===== src/rtl/cdg_pkg.sv =====
package cdg_pkg;

  localparam logic [1:0] SEL_TRI = 2'b11;
  localparam logic [1:0] SEL_66  = 2'b01;

  localparam int NGRP       = 4;
  localparam int GRP_HOST   = 0;
  localparam int GRP_PCI    = 1;
  localparam int GRP_PERIPH = 2;
  localparam int GRP_REF    = 3;

  // Output drive is present for every code except the tri-state code.
  function automatic logic oe_from_sel(input logic [1:0] code);
    return code != SEL_TRI;
  endfunction

  // Only one code asks the synthesizer for the higher host rate.
  function automatic logic rate66_from_sel(input logic [1:0] code);
    return code == SEL_66;
  endfunction

  // Rising-edge detect between a level and its registered copy.
  function automatic logic rise_of(input logic now_lvl, input logic old_lvl);
    return now_lvl & ~old_lvl;
  endfunction

endpackage


===== src/rtl/cdg_src_sync.sv =====
module cdg_src_sync #(
  parameter int STAGES = 2
) (
  input  logic clk,
  input  logic rst_n,
  input  logic d,
  output logic q
);
  logic [STAGES-1:0] chain;

  always_ff @(posedge clk) begin
    if (!rst_n) chain <= '0;
    else        chain <= {chain[STAGES-2:0], d};
  end

  assign q = chain[STAGES-1];
endmodule


===== src/rtl/cdg_grp_gate.sv =====
module cdg_grp_gate #(
  parameter int N = 1
) (
  input  logic         clk,
  input  logic         rst_n,
  input  logic         lvl,
  input  logic         en,
  output logic [N-1:0] out
);
  logic on_q;
  logic gated;

  // The enable is captured only while the ungated clock is low.
  always_ff @(posedge clk) begin
    if (!rst_n)   on_q <= 1'b0;
    else if (!lvl) on_q <= en;
  end

  assign gated = lvl & on_q;
  assign out   = {N{gated}};

  a_r8_rise_with_src: assert property (@(posedge clk) disable iff (!rst_n)
    $rose(gated) |-> $rose(lvl));
  a_r8_fall_with_src: assert property (@(posedge clk) disable iff (!rst_n)
    $fell(gated) |-> $fell(lvl));
endmodule


===== src/rtl/cdg_bus_div.sv =====
module cdg_bus_div #(
  parameter int DIV_BITS = 2
) (
  input  logic                clk,
  input  logic                rst_n,
  input  logic                bus_lvl,
  output logic [DIV_BITS-1:0] taps
);
  import cdg_pkg::*;

  logic                bus_q;
  logic                bus_rise;
  logic [DIV_BITS-1:0] cnt;

  assign bus_rise = rise_of(bus_lvl, bus_q);

  always_ff @(posedge clk) begin
    if (!rst_n) begin
      bus_q <= 1'b0;
      cnt   <= '0;
    end else begin
      bus_q <= bus_lvl;
      if (bus_rise) cnt <= cnt + 1'b1;
    end
  end

  assign taps = cnt;

  a_r3_count_on_rise: assert property (@(posedge clk) disable iff (!rst_n)
    !$stable(cnt) |-> $past(bus_rise));
endmodule


===== src/rtl/clkdiv_gate_top.sv =====
module clkdiv_gate_top #(
  parameter int N_HOST      = 4,
  parameter int N_PCI       = 8,
  parameter int N_REF       = 4,
  parameter int SYNC_STAGES = 2
) (
  input  logic              clk,
  input  logic              rst_n,
  input  logic              host_src,
  input  logic              bus_src,
  input  logic              ref_src,
  input  logic              test_clk,
  input  logic              test_mode,
  input  logic              host_en,
  input  logic              pci_en,
  input  logic              pwr_dn_n,
  input  logic [1:0]        sel,
  output logic [N_HOST-1:0] host_clk,
  output logic [N_PCI-1:0]  pci_clk,
  output logic              fd_clk,
  output logic              kb_clk,
  output logic [N_REF-1:0]  ref_clk,
  output logic [3:0]        grp_oe,
  output logic              host_rate_66
);
  import cdg_pkg::*;

  localparam int DIV_BITS = 2;

  // Source selection: test mode replaces every synthesized source.
  logic host_pick, bus_pick, ref_pick;
  assign host_pick = test_mode ? test_clk : host_src;
  assign bus_pick  = test_mode ? test_clk : bus_src;
  assign ref_pick  = test_mode ? test_clk : ref_src;

  logic host_lvl, bus_lvl, ref_lvl;

  cdg_src_sync #(.STAGES(SYNC_STAGES)) u_sync_host (
    .clk(clk), .rst_n(rst_n), .d(host_pick), .q(host_lvl));
  cdg_src_sync #(.STAGES(SYNC_STAGES)) u_sync_bus (
    .clk(clk), .rst_n(rst_n), .d(bus_pick), .q(bus_lvl));
  cdg_src_sync #(.STAGES(SYNC_STAGES)) u_sync_ref (
    .clk(clk), .rst_n(rst_n), .d(ref_pick), .q(ref_lvl));

  // Host level and PCI divider share one register stage so that a PCI
  // rise lands in the same cycle as the host rise that caused it.
  logic host_q, pci_q, host_rise;
  assign host_rise = rise_of(host_lvl, host_q);

  always_ff @(posedge clk) begin
    if (!rst_n) begin
      host_q <= 1'b0;
      pci_q  <= 1'b0;
    end else begin
      host_q <= host_lvl;
      if (host_rise) pci_q <= ~pci_q;
    end
  end

  a_r2_pci_on_host_rise: assert property (@(posedge clk) disable iff (!rst_n)
    $rose(pci_q) |-> $rose(host_q));

  // Peripheral dividers from the bus source.
  logic [DIV_BITS-1:0] taps;
  logic fd_lvl, kb_lvl;

  cdg_bus_div #(.DIV_BITS(DIV_BITS)) u_bus_div (
    .clk(clk), .rst_n(rst_n), .bus_lvl(bus_lvl), .taps(taps));

  assign fd_lvl = taps[0];
  assign kb_lvl = taps[1];

  a_r3_kb_on_fd_fall: assert property (@(posedge clk) disable iff (!rst_n)
    !$stable(kb_lvl) |-> $fell(fd_lvl));

  // Group gates.
  logic host_on_req, pci_on_req;
  assign host_on_req = host_en & pwr_dn_n;
  assign pci_on_req  = pci_en & pwr_dn_n;

  cdg_grp_gate #(.N(N_HOST)) u_gate_host (
    .clk(clk), .rst_n(rst_n), .lvl(host_q), .en(host_on_req), .out(host_clk));
  cdg_grp_gate #(.N(N_PCI)) u_gate_pci (
    .clk(clk), .rst_n(rst_n), .lvl(pci_q), .en(pci_on_req), .out(pci_clk));
  cdg_grp_gate #(.N(1)) u_gate_fd (
    .clk(clk), .rst_n(rst_n), .lvl(fd_lvl), .en(pwr_dn_n), .out(fd_clk));
  cdg_grp_gate #(.N(1)) u_gate_kb (
    .clk(clk), .rst_n(rst_n), .lvl(kb_lvl), .en(pwr_dn_n), .out(kb_clk));
  cdg_grp_gate #(.N(N_REF)) u_gate_ref (
    .clk(clk), .rst_n(rst_n), .lvl(ref_lvl), .en(pwr_dn_n), .out(ref_clk));

  // Select decode: per-group output drive and rate request.
  logic [NGRP-1:0] oe_q;
  logic            rate_q;
  logic            oe_next;
  assign oe_next = oe_from_sel(sel);

  generate
    for (genvar g = 0; g < NGRP; g++) begin : g_oe
      always_ff @(posedge clk) begin
        if (!rst_n) oe_q[g] <= 1'b0;
        else        oe_q[g] <= oe_next;
      end
    end
  endgenerate

  always_ff @(posedge clk) begin
    if (!rst_n) rate_q <= 1'b0;
    else        rate_q <= rate66_from_sel(sel);
  end

  assign grp_oe       = oe_q;
  assign host_rate_66 = rate_q;

  a_r9_tristate_code: assert property (@(posedge clk) disable iff (!rst_n)
    (sel == SEL_TRI) |=> (grp_oe == '0));
  a_r10_rate_only_66: assert property (@(posedge clk) disable iff (!rst_n)
    (sel != SEL_66) |=> !host_rate_66);
endmodule


===== config.mk =====
export PLATFORM = sky130hd
export DESIGN_NAME = clkdiv_gate_top
export DESIGN_NICKNAME = d
export VERILOG_FILES = /design/src/rtl/cdg_pkg.sv /design/src/rtl/cdg_src_sync.sv /design/src/rtl/cdg_grp_gate.sv /design/src/rtl/cdg_bus_div.sv /design/src/rtl/clkdiv_gate_top.sv
export SDC_FILE = /design/constraint.sdc
export NUM_CORES = 1
export LEC_CHECK = 0
export BUFFER_PORTS_ARGS = -buffer_cell sky130_fd_sc_hd__buf_2
export CAP_MARGIN = 20
export CORE_AREA = 2 2 46 48
export CTS_BUF_LIST = sky130_fd_sc_hd__clkbuf_16
export DETAILED_ROUTE_END_ITERATION = 10
export DIE_AREA = 0 0 48 50
export GPL_TIMING_DRIVEN = 0
export MAX_ROUTING_LAYER = met4
export PLACE_DENSITY_LB_ADDON = 0.12
export SYNTH_ARGS = -nofsm -noshare
export SYNTH_HDL_FRONTEND = slang
export SYNTH_HIERARCHICAL = 1
export SYNTH_SLANG_ARGS = --single-unit
export TNS_END_PERCENT = 20

===== constraint.sdc =====
create_clock -name clk -period 1.2 [get_ports clk]
set_clock_uncertainty 0.05 [all_clocks]
set_input_delay 0.06 -clock clk [delete_from_list [all_inputs] [get_ports clk]]
set_output_delay 0.06 -clock clk [all_outputs]
set_load 0.02 [all_outputs]

==> flow_summary.toml, run 1 <==
[sta]
fin_crit_ns = 1.13
setup-violations-final = 0
max_slew_margin_pct = 82.2
maxSlewViolCount = 0
fin_tns_setup_ns = 0
rsz0062_at_grt = "no"
finalCritPeriodShare_pct = 94.1
max_freq_ghz = 0.885
worstMarginPinSlew_ns = 0.267
hold_viol = 0

[setup_path]
reg2reg_from = "u_bus_div/taps[0]$_SDFFE_PN0P_"
arrival_ns = 1.02
worstSetupEndpointType = "output port"
critPathKind = "reg2out"
cp_max_fo = 9
setup.worst_path.start = "pci_q$_SDFFE_PN0P_"
cp.required_ns = 1.09
start_kind = "register"

[floorplan]
coreArea_mm2 = 0.00190
die_w_um = 48
die-height_um = 50
initial_utilization_pct = 42.1
num_io_pins = 35
rows = 16
dieArea_mm2 = 0.00240

[drt]
drtIter0Drc = 1
num_vias = 598
wl_per_cell_um = 7.97
routed_via_density = 4.04
first_pass_iters = 2
drt-met1-wl_um = 558
routed.top_layer = "met4"
wl_met3_um = 80
dr_wl_met2_um = 513
post-route-drc-count = 0
ant_nets = 0
finalWirelength_um = 1180

[placement]
gp_congestion = 0.626
place.detailed.hpwl_um = 858
io_buffers = 34
dp_cells = 142

[synth]
synth-edff-count = 0
synth-compound-area-share_pct = 8.13
synth_top_area_share_pct = 45.0
yosys_register_bits = 18
synth-simple-area-share_pct = 25.5
synth-main-ff-cell = "dfxtp_1"
synth_fa_ha_area_share_pct = 0
post-synth-top-area-cell = "dfxtp_1"
synth_area_leaders = "dfxtp_1 (45%), buf_4 (18%), and2_1 (9.4%)"
synth_xor_area_share_pct = 2.19
syn_nets = 93
syn-cell-area_um2 = 801
synth_top_family_by_area = "simple AND/OR/NAND/NOR gates"
ys_types = 17
synth_cells = 81
ys.warnings.count = 6
avgSynthCellArea_um2 = 9.89
ys_seq_area_share_pct = 45.0
synth-async-reset-ratio_pct = 0
synthMuxAreaShare_pct = 0

[power_and_ir_drop]
peakVddDrop_mv = 1.01
pwr-share-comb_pct = 9.4
powerDensity_mw_per_mm2 = 1300
seq_power_share_pct = 44.6
p_int_uw = 1150
p_leak_uw = 0.000600
p_clk_share_pct = 46.0
swShare_pct = 20.3
switchingPower_uw = 292

[cts]
root_buffer = "clkbuf_16"
worstSkewPairLatency_ns = 0.25
cts_tree = "built"
cts_max_level = 1
cts_buffers = 3
path_clk_slew_ns = 0.05
cts_setup_buffers = 0
numClockSinks = 18
clockBufferDepth = 2

[grt]
grt_pass1_vias = 476
overflow = 0
grt_max_degree = 20
grt_pass1_wl_um = 1960
grtUsageTotal_pct = 12.2
antenna_found_initial = 0

[layout]
antennaDiodeCount = 0
nNetsFinal = 134
finalNonFillerCells = 148
synthToLayoutAreaGrowth_pct = 38.0
drive_gt1_share_pct = 51.2
fillers = 159

[outcome]
status = "finished clean"

[job]
max_cap_violations = 0

[min_path]
hp-start = "test_mode"
hold_class = "in2reg"
-- cell type report --
class,count,area [µm²],area share (%)
flip-flops and latches,18,362,32.7
multi-input cells,41,287,25.9
repair buffers,36,190,17.2
clock inverters,1,3.75,0.340
clock buffers,3,75.1,6.80
well taps,27,33.8,3.06
inverters,3,11.3,1.02
plain buffers,19,143,12.9
-- timing repair --
action / in CTS / in global routing
gates resized for setup: 0 / 1
hold buffers: 2 / 0
hold endpoints to repair: 1 / 0
setup endpoints to repair: 0 / 8
-- critical path, cell delays in order, from the launching register on --
cell     delay, ns
dfxtp_2       0.32
and2_4        0.18
buf_4         0.12
buf_2         0.15
-- power groups by stage --
| stage | logic (µW) | clock network, µW | registers [µW] |
|---|---|---|---|
| 6_report | 136 | 662 | 641 |
| 5_1_grt | 153 | 707 | 645 |
| 4_1_cts | 138 | 673 | 641 |
| 3_5_place_dp | 133 | 0 | 654 |
| 3_3_place_gp | 129 | 0 | 653 |
| 2_1_floorplan | 81.2 | 0 | 656 |
-- Yosys cell counts (all sizes together), types with 2 or more instances --
library cell and number:
dfxtp 18, xnor2 2, and2 17, nand2 2, buf 19, o21ai 4
o21a 5, inv 3, and2b 5
-- final timing paths --
check / to / cells after the start / slack [ns]
min: u_sync_host/chain[0]$_SDFF_PN0_ / 3 / 0.1
max reg2reg: u_bus_div/taps[1]$_SDFFE_PN0P_ / 3 / 0.29
min reg2reg: u_sync_host/chain[1]$_SDFF_PN0_ / 1 / 0.38
max: pci_clk[2] / 3 / 0.07
-- per-stage QoR --
stage	hold slack [ns]	instance area, µm²	worst slack [ns]	util (%)	total power, µW
final	0.0993	1100	0.0705	58.1	1440
after global routing	0.121	1100	0.00241	58.1	1500
after CTS	0.0997	1100	0.0283	58.0	1450
after detailed placement	0.199	1000	0.286	52.8	787
after global placement	0.194	1000	0.300	52.8	782
after floorplan	0.101	801	0.336	-	737
-- state kept, by name (all words and copies together) (netlist names) --
register           count
host_q                 1
u_gate_fd/on_q         1
u_sync_bus/chain       2
u_bus_div/bus_q        1
grp_oe                 1
u_bus_div/taps         2
host_rate_66           1
u_gate_host/on_q       1
u_sync_ref/chain       2
u_gate_ref/on_q        1
u_sync_host/chain      2
u_gate_pci/on_q        1
u_gate_kb/on_q         1
pci_q                  1
-- cells in the final DEF, fill, tap and decap left out, types with 2 or more instances in the layout --
| cell | synthesis | final |
|---|---|---|
| buf_2 | 0 | 34 |
| buf_4 | 19 | 19 |
| dfxtp_1 | 18 | 17 |
| and2_1 | 12 | 12 |
| and2_4 | 5 | 5 |
| and2b_1 | 5 | 5 |
| o21a_1 | 5 | 5 |
| inv_1 | 3 | 3 |
| o21ai_0 | 3 | 3 |
| clkbuf_16 | 0 | 3 |
| nand2_1 | 2 | 2 |
| dlygate4sd3_1 | 0 | 2 |
| xnor2_1 | 2 | 2 |
-- layer usage --
metal / GRT usage [%] / up-vias
li1: - / 320
met1: 14.2 / 248
met2: 16.9 / 26
met3: 3.30 / 4
met4: 9.46 / 0
met5: - / -
-- kinds of logic after synthesis --
group,count (synthesis)
buffers and inverters,22
flip-flops,18
AO/OA/AOI/OAI,10
XOR/XNOR,2
AND/OR/NAND/NOR,29
Note: power is estimated with default switching activity, not from simulation.
==> run 2: changes to the inputs <==
--- a/config.mk
+++ b/config.mk
@@ -7,10 +7,12 @@
 export LEC_CHECK = 0
 export BUFFER_PORTS_ARGS = -buffer_cell sky130_fd_sc_hd__buf_2
 export CAP_MARGIN = 20
-export CORE_AREA = 2 2 46 48
+export CELL_PAD_IN_SITES_DETAIL_PLACEMENT = 1
+export CELL_PAD_IN_SITES_GLOBAL_PLACEMENT = 1
+export CORE_AREA = 2 2 55 57
 export CTS_BUF_LIST = sky130_fd_sc_hd__clkbuf_16
 export DETAILED_ROUTE_END_ITERATION = 10
-export DIE_AREA = 0 0 48 50
+export DIE_AREA = 0 0 57 59
 export GPL_TIMING_DRIVEN = 0
 export MAX_ROUTING_LAYER = met4
 export PLACE_DENSITY_LB_ADDON = 0.12
==> run 2 against run 1 <==
  * Global-route usage is 2.1 points lower
  * Utilization decreased by 17 points
  * Wire length increased by 27%
  * Largest cell class unchanged
  * Maximum frequency shrank 2.1%
  * Combinational power about the same
  * Non-clock buffer count stayed put
  * Sequential power barely moved
  * Die area up 40%
  * Worst setup slack got worse by 0.024 ns
  * Critical path depth did not move
  * Register-to-register slack barely moved
  * Critical path type unchanged
  * Flip-flop and latch count unchanged
==> flow_summary.toml, run 2 (synthesized netlist as in run 1, its figures left out) <==
[sta]
setup-violations-final = 0
maxSlewViolCount = 0
max_slew_margin_pct = 81.0
worstMarginPinSlew_ns = 0.285
fin_tns_setup_ns = 0
hold_viol = 0
finalCritPeriodShare_pct = 96.1
rsz0062_at_grt = "no"
max_freq_ghz = 0.867
fin_crit_ns = 1.15

[setup_path]
arrival_ns = 1.04
reg2reg_from = "u_bus_div/taps[0]$_SDFFE_PN0P_"
critPathKind = "reg2out"
r2r_cells = 3
r2r_setup_slack_ns = 0.30
start_kind = "register"
cp_max_fo = 5
worstSetupEndpointType = "output port"
r2r-end = "u_bus_div/taps[1]$_SDFFE_PN0P_"
cp.required_ns = 1.09

[cts]
cts_max_level = 1
path_clk_slew_ns = 0.05
root_buffer = "clkbuf_16"
cts_tree = "built"
cts_setup_buffers = 0
worstSkewPairLatency_ns = 0.25
numClockSinks = 18
clockBufferDepth = 2
cts_buffers = 3

[job]
max_cap_violations = 0

[min_path]
hp-start = "test_clk"
hold_class = "in2reg"
holdPathEnd = "u_sync_bus/chain[0]$_SDFF_PN0_"
holdPathStages = 4

[placement]
io_buffers = 34
placed_cell_area_mm2 = 0.00101
gp_congestion = 0.644

[floorplan]
num_io_pins = 35
initial_utilization_pct = 29.5
coreArea_mm2 = 0.00271
dieArea_mm2 = 0.00336
rows = 19
die-height_um = 59
die_w_um = 57

[drt]
drtIter0Drc = 7
post-route-drc-count = 0
first_pass_iters = 2
ant_nets = 0
routed_via_density = 4.12
wl_per_cell_um = 9.78
finalWirelength_um = 1500
num_vias = 631

[outcome]
status = "finished clean"

[power_and_ir_drop]
p_leak_uw = 0.000603
peakVddDrop_mv = 0.690
powerDensity_mw_per_mm2 = 1290

[layout]
nNetsFinal = 135
layout_common_cells = "buf_2 (34), buf_4 (19), dfxtp_1 (17), and2_1 (12)"
synthToLayoutAreaGrowth_pct = 39.5
mostFrequentLayoutCell = "buf_2"
drive_gt1_share_pct = 51.6
antennaDiodeCount = 0
fin_area_mm2 = 0.00112

[grt]
grtUsageTotal_pct = 10.1
grt_pass1_vias = 589
grt_pass1_wl_um = 2500
grt_max_degree = 20
antenna_found_initial = 0
overflow = 0
run 2: cell count changes in the layout (fill, tap and decap cells not counted), sizes merged:
cell,delta
and2,+1
run 2: worst max-delay path by stage:
stage | cells after the start | to | slack, ns | startpoint
after floorplan | 3 | u_bus_div/taps[1]$_SDFFE_PN0P_ | 0.34 | u_bus_div/taps[0]$_SDFFE_PN0P_
after global placement | 3 | u_bus_div/taps[1]$_SDFFE_PN0P_ | 0.30 | u_bus_div/taps[0]$_SDFFE_PN0P_
after detailed placement | 3 | pci_clk[0] | 0.28 | pci_q$_SDFFE_PN0P_
after CTS | 3 | pci_clk[0] | 0.01 | pci_q$_SDFFE_PN0P_
after global routing | 3 | pci_clk[2] | 0.007 | pci_q$_SDFFE_PN0P_
final | 3 | pci_clk[2] | 0.05 | pci_q$_SDFFE_PN0P_
run 2: routing by layer:
metal | routed length [µm] | track usage [%] | part of all wire, %
met1 | 636 | 11.5 | 43
met2 | 718 | 15.9 | 48
met3 | 131 | 4.59 | 8.8
met4 | 10 | 2.99 | 0.67
met5 | 0 | - | 0
run 2: per-stage QoR:
stage	cells	hold WS (ns)	util (%)	setup slack, ns	total power (µW)
2_1_floorplan	81	0.101	-	0.336	737
3_3_place_gp	146	0.194	37.3	0.298	785
3_5_place_dp	146	0.205	37.3	0.282	791
4_1_cts	152	0.0947	40.9	0.0137	1460
5_1_grt	153	0.115	41.2	0.00705	1500
6_report	153	0.0907	41.2	0.0466	1440
run 2: critical path: stages (launching register included):
cell	delay [ns]
dfxtp_2	0.33
and2_2	0.19
buf_4	0.13
buf_2	0.15
run 2: what timing repair did:
action                     4_1_cts  5_1_grt
setup endpoints to repair        0        8
hold buffers                     2        0
hold endpoints to repair         1        0
resized for setup                0        1
run 2: area by class of cell:
cell class,count,area (µm²)
Fill cell,324,1590
Sequential cell,18,362
Multi-Input combinational cell,42,294
Timing Repair Buffer,36,190
Buffer,19,143
Clock buffer,3,75.1
Tap cell,31,38.8
Inverter,3,11.3
Clock inverter,1,3.75
run 2: where the power goes:
part | total [µW] | switching [µW] | internal, µW
logic | 139 | 63.1 | 75.6
clock network | 656 | 213 | 442
registers | 643 | 14.0 | 629
